File: config.mk
export PLATFORM = sky130hd
export DESIGN_NAME = serpar_parity_rx
export DESIGN_NICKNAME = d
export VERILOG_FILES = /design/src/rtl/serpar_pkg.sv /design/src/rtl/serpar_edge.sv /design/src/rtl/serpar_timing.sv /design/src/rtl/serpar_shift_hold.sv /design/src/rtl/serpar_parity.sv /design/src/rtl/serpar_parity_rx.sv
export SDC_FILE = /design/constraint.sdc
export NUM_CORES = 1
export LEC_CHECK = 0
export BUFFER_PORTS_ARGS = -buffer_cell sky130_fd_sc_hd__buf_2
export CORE_MARGIN = 4
export CORE_UTILIZATION = 50
export DETAILED_ROUTE_END_ITERATION = 10
export PLACE_DENSITY = 0.68
export SLEW_MARGIN = 20
export SYNTH_ARGS = -nofsm -noshare
export SYNTH_HDL_FRONTEND = slang
export SYNTH_SLANG_ARGS = --single-unit
File: constraint.sdc
create_clock -name clk -period 2.2 [get_ports clk]
set_input_delay 0.33 -clock clk [delete_from_list [all_inputs] [get_ports clk]]
set_output_delay 0.33 -clock clk [all_outputs]
set_load 0.05 [all_outputs]
File: src/rtl/serpar_pkg.sv
package serpar_pkg;
  // Cycles per serial bit, rounded down.
  function automatic int bit_cycles(input int clk_hz, input int baud);
    return clk_hz / baud;
  endfunction

  // Cycles in one whole frame: start + data + stop.
  function automatic int frame_cycles(input int data_w, input int bit_cyc);
    return (data_w + 2) * bit_cyc;
  endfunction
endpackage

File: src/rtl/serpar_edge.sv
module serpar_edge #(
  parameter int SYNC_STAGES = 2
) (
  input  logic clk,
  input  logic rst_n,
  input  logic line_in,
  output logic line_s,
  output logic fall
);
  logic [SYNC_STAGES-1:0] sync_q;
  logic                   prev_q;

  always_ff @(posedge clk) begin
    if (!rst_n) begin
      sync_q <= '1;
      prev_q <= 1'b1;
    end else begin
      sync_q <= {sync_q[SYNC_STAGES-2:0], line_in};
      prev_q <= sync_q[SYNC_STAGES-1];
    end
  end

  assign line_s = sync_q[SYNC_STAGES-1];
  assign fall   = prev_q & ~line_s;
endmodule

File: src/rtl/serpar_timing.sv
module serpar_timing #(
  parameter int DATA_W  = 8,
  parameter int BIT_CYC = 8
) (
  input  logic clk,
  input  logic rst_n,
  input  logic fall,
  output logic busy,
  output logic sample_tick,
  output logic expire
);
  localparam int FRAME_CYC = serpar_pkg::frame_cycles(DATA_W, BIT_CYC);
  localparam int FW        = $clog2(FRAME_CYC);
  localparam int BW        = $clog2(BIT_CYC);
  localparam int IW        = $clog2(DATA_W + 3);
  localparam int HALF      = BIT_CYC / 2;

  logic [FW-1:0] frame_cnt;
  logic [BW-1:0] bit_cnt;
  logic [IW-1:0] bit_idx;
  logic          start;

  assign expire = busy && (frame_cnt == FW'(FRAME_CYC - 1));
  // A new start is accepted while idle or in the very cycle the window closes.
  assign start  = fall && (!busy || expire);
  assign sample_tick = busy && (bit_cnt == BW'(HALF - 1)) &&
                       (bit_idx >= IW'(1)) && (bit_idx <= IW'(DATA_W));

  always_ff @(posedge clk) begin
    if (!rst_n) begin
      busy      <= 1'b0;
      frame_cnt <= '0;
      bit_cnt   <= '0;
      bit_idx   <= '0;
    end else if (start) begin
      busy      <= 1'b1;
      frame_cnt <= '0;
      bit_cnt   <= '0;
      bit_idx   <= '0;
    end else if (busy) begin
      if (expire) busy <= 1'b0;
      frame_cnt <= frame_cnt + 1'b1;
      if (bit_cnt == BW'(BIT_CYC - 1)) begin
        bit_cnt <= '0;
        bit_idx <= bit_idx + 1'b1;
      end else begin
        bit_cnt <= bit_cnt + 1'b1;
      end
    end
  end

  AST_EXPIRE_ON_STOP: assert property (@(posedge clk) disable iff (!rst_n)
    expire |-> (bit_idx == IW'(DATA_W + 1)));
  AST_NO_RETRIGGER: assert property (@(posedge clk) disable iff (!rst_n)
    (busy && !expire && fall) |=> (frame_cnt != '0));
endmodule

File: src/rtl/serpar_shift_hold.sv
module serpar_shift_hold #(
  parameter int DATA_W = 8
) (
  input  logic              clk,
  input  logic              rst_n,
  input  logic              line_s,
  input  logic              sample_tick,
  input  logic              expire,
  output logic [DATA_W-1:0] hold_q,
  output logic              valid_q
);
  logic [DATA_W-1:0] shift_q;

  always_ff @(posedge clk) begin
    if (!rst_n) begin
      shift_q <= '0;
      hold_q  <= '0;
      valid_q <= 1'b0;
    end else begin
      valid_q <= expire;
      if (sample_tick) shift_q <= {line_s, shift_q[DATA_W-1:1]};
      if (expire)      hold_q  <= shift_q;
    end
  end

  AST_VALID_ONE_CYCLE: assert property (@(posedge clk) disable iff (!rst_n)
    valid_q |=> !valid_q);
  AST_HOLD_STABLE: assert property (@(posedge clk) disable iff (!rst_n)
    !expire |=> $stable(hold_q));
endmodule

File: src/rtl/serpar_parity.sv
module serpar_parity #(
  parameter int DATA_W = 8
) (
  input  logic [DATA_W-1:0] data,
  input  logic              casc,
  input  logic              en,
  output logic              even,
  output logic              odd
);
  logic [DATA_W:0] folded;

  // Running XOR chain, cascade bit at the head.
  assign folded[0] = casc;
  for (genvar i = 0; i < DATA_W; i++) begin : g_fold
    assign folded[i+1] = folded[i] ^ data[i];
  end

  assign odd  = en &  folded[DATA_W];
  assign even = en & ~folded[DATA_W];

  always_comb begin
    AST_PAR_EXCLUSIVE: assert (!(even && odd));
    AST_EN_LOW_ZERO:   assert (en || (!even && !odd));
  end
endmodule

File: src/rtl/serpar_parity_rx.sv
module serpar_parity_rx #(
  parameter int CLK_HZ      = 50_000_000,
  parameter int BAUD        = 9600,
  parameter int DATA_W      = 8,
  parameter int SYNC_STAGES = 2
) (
  input  logic              clk,
  input  logic              rst_n,
  input  logic              line_in,
  input  logic              casc_in,
  input  logic              par_en,
  output logic [DATA_W-1:0] rx_byte,
  output logic              rx_valid,
  output logic              par_even,
  output logic              par_odd
);
  localparam int BIT_CYC = serpar_pkg::bit_cycles(CLK_HZ, BAUD);

  logic line_s, fall, busy, sample_tick, expire;

  serpar_edge #(.SYNC_STAGES(SYNC_STAGES)) u_edge (
    .clk(clk), .rst_n(rst_n), .line_in(line_in),
    .line_s(line_s), .fall(fall)
  );

  serpar_timing #(.DATA_W(DATA_W), .BIT_CYC(BIT_CYC)) u_timing (
    .clk(clk), .rst_n(rst_n), .fall(fall),
    .busy(busy), .sample_tick(sample_tick), .expire(expire)
  );

  serpar_shift_hold #(.DATA_W(DATA_W)) u_hold (
    .clk(clk), .rst_n(rst_n), .line_s(line_s), .sample_tick(sample_tick),
    .expire(expire), .hold_q(rx_byte), .valid_q(rx_valid)
  );

  serpar_parity #(.DATA_W(DATA_W)) u_par (
    .data(rx_byte), .casc(casc_in), .en(par_en),
    .even(par_even), .odd(par_odd)
  );

  AST_VALID_NEEDS_FRAME: assert property (@(posedge clk) disable iff (!rst_n)
    rx_valid |-> $past(busy));
  AST_SAMPLE_IN_FRAME: assert property (@(posedge clk) disable iff (!rst_n)
    sample_tick |-> (busy && !fall));
endmodule

* Yosys cells after proc, flatten, opt, wreduce, memory -nomap -nowiden *
Index checks and enable logic that the tools add are counted.

word-level totals
  flip-flop bits (word level) = 54
  latch bits = 0
  memory bits (writable) = 0
  memory bits (read-only) = 0
  bits of input ports = 5
  word-level logic and storage cells = 44
  memories = 0

cells by class
  add/sub/neg operators = 3
  $mul = 0
  divide/modulo/power cells = 0
  order comparisons = 2
  eq/ne operators = 3
  shift operators = 0
  multiplexer cells = 4
  bitwise operators = 14
  reduce and logical (&&, ||, !) cells = 9

operator list
  cell                   number
  $add 16x1->16 const B  1
  $eq 16x16->1 const B   1
  $add 13x1->13 const B  1
  $eq 13x12->1 const B   1
  $eq 13x13->1 const B   1
  $mux 13                1
  $xor 1x1->1            8
  $logic_and 1x1->1      5
  $add 4x1->4 const B    1
  $ge 4x1->1 const B     1
  $le 4x4->1 const B     1
  $and 1x1->1            3
  $mux 1                 3
  $not 1->1              3
  $reduce_and 2->1       1
  $reduce_or 2->1        1
  $logic_not 1->1        1
  $logic_or 1x1->1       1

* Longest topological paths before layout *
  word-level depth = 10
  gate-level depth with buffers = 6
  mapped depth without buffers = 6

* By module *
From an unflattened synthesis, not the netlist that was laid out.

second synthesis, totals
  cells, all modules = 269
  area, all modules = 2,597.5 µm²

by module, submodules not included
  module             times used  cells an instance  area each (µm²)
  serpar_timing      1           199                1,771.7
  serpar_shift_hold  1           53                 634.4
  serpar_parity      1           10                 106.4
  serpar_edge        1           7                  85.1

* Least setup slack after synthesis *
Ideal clock, no wire load.

  path kind = register -> output
  start = register u_hold.hold_q[3]
  end = output par_odd
  arrival time = 2,020 ps
  data required time = 1,870 ps
  setup slack = -150 ps
  stages on the path, launching flop included = 5
  cell sequence = dfxtp_1 > xor2_1 > xnor3_1 > xnor2_1 > nor2_1

on the way
  word-level cells in the longest chain between the ends = 6

RTL lines
  what                      line                     source
  start, declared           serpar_shift_hold.sv:9   output logic [DATA_W-1:0] hold_q,
  start signal, assigned    serpar_shift_hold.sv:22  if (expire) hold_q <= shift_q;
  $xor 1x1->1 (5 in a row)  serpar_parity.sv:15      assign folded[i+1] = folded[i] ^ data[i];
  $and 1x1->1               serpar_parity.sv:18      assign odd = en & folded[DATA_W];
  end, declared             serpar_parity_rx.sv:15   output logic par_odd

No other way between the ends.

* Worst setup path after layout *
  start = register u_hold.hold_q[4]
  end = output par_even

on the way
  word-level cells in the longest chain between the ends = 6

RTL lines
  what                      line                    source
  $xor 1x1->1 (4 in a row)  serpar_parity.sv:15
  $not 1->1                 serpar_parity.sv:19     assign even = en & ~folded[DATA_W];
  $and 1x1->1               serpar_parity.sv:19
  end, declared             serpar_parity_rx.sv:14  output logic par_even,

No other way between the ends.

==> results by stage <==
Outcome:
- The run finished with clean final reports.

Routing:
- The wire length reported by the detailed router is just over 5000 um.
- After detailed routing, the average wire length per cell comes to ~14 um.
- The violation count after the first detailed-route iteration is 104.
- Using the TritonRoute via totals, the vias-per-cell ratio works out to 5.526.
- The DRC violation count after routing is 0.
- The final antenna-violating net count is 0.
- The routed layout has 2100 vias.
- The number of detailed-route iterations in the first pass is 4.

Timing:
- The sum of negative setup slack is 0 ns.
- The worst pin sits at a relative slew slack of 59.92%.
- For the pin with the worst max-slew slack, the measured transition is between 0.5 and 0.6 ns.
- The number of endpoints with negative hold slack in the final report is 0.
- Setup violations remaining at the end of the flow were counted as 0.
- The post-route minimum period is about 2.1 ns.
- The number of max-slew violations in the final report is 0.
- Setup repair after global routing could not meet its margin everywhere.
- The highest clock frequency the design can meet is around 470 MHz.
- Clock skew on the completed layout was measured at ~0.008 ns.
- The post-route worst setup slack is roughly 0.067 ns.
- The final critical path takes up between 90% and 100% of the cycle.

Clock network:
- The hold buffer count at CTS is 0.
- The clock latency reported for the late side of the worst-skew pair is about 0.3 ns.
- The number of buffers created by CTS is 5.
- The number of clock sinks is 54.
- The CTS tree is built.
- After clock tree synthesis, the setup repair step added 0 buffers.
- The clock tree buffer depth is 2.
- The number of H-tree levels is 2.
- The tree is rooted in a clkbuf_8.
- After clock tree synthesis, the clock-pin slew on the worst setup and hold paths is 0.09 ns.

Synthesis:
- The share of the Yosys chip area taken by registers is approximately 41%.
- In the synthesized netlist the async set-or-reset flop fraction comes to 0%.
- Ranked by total cell area, the synthesized netlist is headed by dfxtp_1 41%, xnor2_1 6.6%, nor3_1 6.4%.
- Of the total synthesized cell area, the portion taken by full adders, half adders and majority gates is under 10%.
- The synthesized design contains 0 enable-type register cells.
- After synthesis, the largest family of logic cells by area is simple AND/OR/NAND/NOR gates.
- The post-synthesis share of cell area spent on and, or, nand and nor gates is between 20% and 30%.
- The largest area contributor in the synthesized netlist is dfxtp_1.
- The most frequently used cell type in the post-synthesis netlist is dfxtp_1.
- The count of mapped cells out of synthesis is a little under 300.
- The net count of the mapped netlist is just over 300.
- The top cell type by area accounts for between 40% and 50% of the synthesized area.
- A synthesized cell averages 8.889 um^2.
- The number of warnings printed during yosys synthesis is 0.
- The synthesized-area fraction occupied by ao, oa, aoi and oai cells is ~9.8%.
- Summing the areas of all xor and xnor instances in the mapped netlist gives 10.81% of the synthesized area.
- The leading register cell type out of synthesis is dfxtp_1.
- In this run the cell area of the synthesized design comes to roughly 0.0026 mm^2.
- The mux contribution to synthesized area is around 1.6%.
- After synthesis the netlist holds a flip-flop and latch count of 54.
- Counting instances in the post-synthesis netlist gives the leading cell types as 54 x dfxtp_1, 34 x nor3_1, 25 x nand3_1.
- The synthesized netlist contains between 40 and 50 unique library cells.

Pwr:
- The power spent charging and discharging nets is 0.3495 mW.
- The maximum resistive drop on vdd is 0.3954 mV.
- The power share of the clock group is between 30% and 40%.
- The sequential group share of total power is between 50% and 60%.
- Power spread over the standard cell area amounts to slightly below 600 mW/mm^2.
- The total chip power is 1.720 mW.
- The cell leakage power is about 0.99 nW.
- The share of total power dissipated in combinational logic is between 4 and 5%.
- The internal portion of the total power is around 1.4 mW.
- The switching share of total power is around 20%.

Layout:
- From synthesis to final layout, the design area changed by 10.43%.
- The antenna cell count is 0.
- The number of non-filler instances in the completed layout is 380.
- Of the cells placed in the final design, the portion with a size suffix greater than 1 is 14.19%.
- Cells fill 57.08% of the core in the end.
- The final layout contains 320 nets.

Die:
- The I/O pin count is 16.
- Once the floorplan was initialized, standard cells occupied about half of the core.
- The die is roughly 81 um tall.
- Measured along the x axis, the die boundary spans roughly 81 um.
- Row generation in the floorplan step produced 26 rows.
- The die footprint is roughly 0.0065 mm^2.
- The floorplan step defined a core boundary enclosing 0.005107 mm^2.

Worst setup path:
- The capturing instance or port of the critical path is par_even.
- The path type of the worst setup path is register to output port.
- The start of the worst register-to-register path is u_timing.frame_cnt[10].
- The worst setup path startpoint is u_hold.hold_q[4].
- STA puts the critical path data arrival time at between 1.5 and 2 ns.
- In this run the register-to-register setup slack is about 0.2 ns.
- For the worst flop-to-flop path, the logic depth is 5.
- The kind of start point of the critical path is a register.
- STA classifies the critical path endpoint as an output port.
- The data required time at the worst endpoint is between 1.5 and 2 ns.
- The maximum fanout along the worst path is 3.
- The endpoint identified for the worst register-to-register timing path is u_timing.bit_cnt[5].

GRT:
- Across every metal layer, demand over resource in global routing totals 17.31%.
- After global routing the overflow that remains totals 0.
- The initial antenna violation count is 0.
- The via count of the first global-routing pass came to between 1500 and 2000.
- The largest net degree at the start of global routing is 48.
- The first global-routing pass estimated 9039 um of wire.

Placement:
- The quantity of I/O buffers inserted on ports is 15.
- At the end of routability-driven placement, the weighted congestion stood at 0.8484.
- The minimum setup slack after placement is approximately 0.13 ns.
- After detailed placement, the design holds a cell count of between 300 and 400.
- The sum of net half-perimeters after detailed placement is ~3500 um.

Job:
- The number of maximum-capacitance constraint violations is 0.

Worst hold path:
- The worst hold path belongs to the class input port to register.
## placed cells by master (no fill, tap or decap), drive strengths merged, types with 3 or more instances in the layout
cell and n:
nand2 13, nand3 25, or3 3, clkbuf 7
mux2i 3, a211oi 5, xor2 10, o21ai 18
xnor2 20, nor3 35, nand2b 4, nor4 6
nand4 13, dfxtp 54, ha 5, or4 4
nor2 7, a21oi 19, nor2b 3, inv 10
buf 23
## how the worst min path moves through the flow
stage	start	endpoint	cells past startpoint
6_report	line_in	u_edge.sync_q[0]	2
5_1_grt	line_in	u_edge.sync_q[0]	2
4_1_cts	line_in	u_edge.sync_q[0]	2
3_5_place_dp	u_edge.sync_q[0]	u_edge.sync_q[1]	1
3_3_place_gp	u_edge.sync_q[0]	u_edge.sync_q[1]	1
2_1_floorplan	u_edge.sync_q[0]	u_edge.sync_q[1]	1
## layer usage
metal  global-route usage [%]  up-vias  routed length, um
met5                        0        -                  0
met1                    23.23      969               2617
li1                         -     1094                  -
met2                    28.39       30               2320
met3                    3.027        7                170
met4                    4.899        0                 59
## stage by stage
| step | hold slack, ns | area, um^2 |
|---|---|---|
| finish | 0.2122 | 2915 |
| global route | 0.2242 | 2915 |
| CTS | 0.2094 | 2905 |
| detailed placement | 0.3977 | 2790 |
| global placement | 0.3904 | 2790 |
| floorplan | 0.3863 | 2643 |
## critical path, stage by stage, from the launching register on
cell	delay, ns
dfxtp_1	0.37
xor2_1	0.16
xnor3_1	0.45
xnor2_2	0.19
and2_1	0.14
buf_4	0.19
## sequential cells by signal (all words and copies together), names as in the netlist
name,cells
u_timing.busy,1
u_timing.frame_cnt,16
u_hold.hold_q,8
u_hold.shift_q,8
u_edge.prev_q,1
u_timing.bit_idx,4
u_timing.bit_cnt,13
u_hold.valid_q,1
u_edge.sync_q,2
## cells by family after synthesis
family | after synthesis
compound gates | 45
mux | 4
buf+inv | 28
fa+ha+maj | 5
simple gates | 130
xor+xnor | 31
flops | 54
## power groups by stage
stage               Sequential [mW]  Clock (mW)  Combinational [mW]
detailed placement             1.01           0              0.0704
CTS                           0.988       0.688              0.0714
global placement               1.01           0              0.0699
finish                        0.988       0.660              0.0723
floorplan                      1.01           0              0.0560
global route                  0.990       0.729              0.0797
## timing repair
item | in CTS | in global routing
hold endpoints to repair | 0 | 0
resized for setup | 1 | 2
pin swaps | 0 | 1
endpoints found under the setup margin | 1 | 4
## final cells by class
type / count / area (um^2)
Sequential cell: 54 / 1081
Multi-Input combinational cell: 215 / 1436
Timing Repair Buffer: 24 / 160.2
Tap cell: 70 / 87.58
Fill cell: 484 / 2192
Clock inverter: 1 / 30.03
Clock buffer: 6 / 82.58
Inverter: 10 / 37.54
Note: power is estimated with default switching activity, not from simulation.
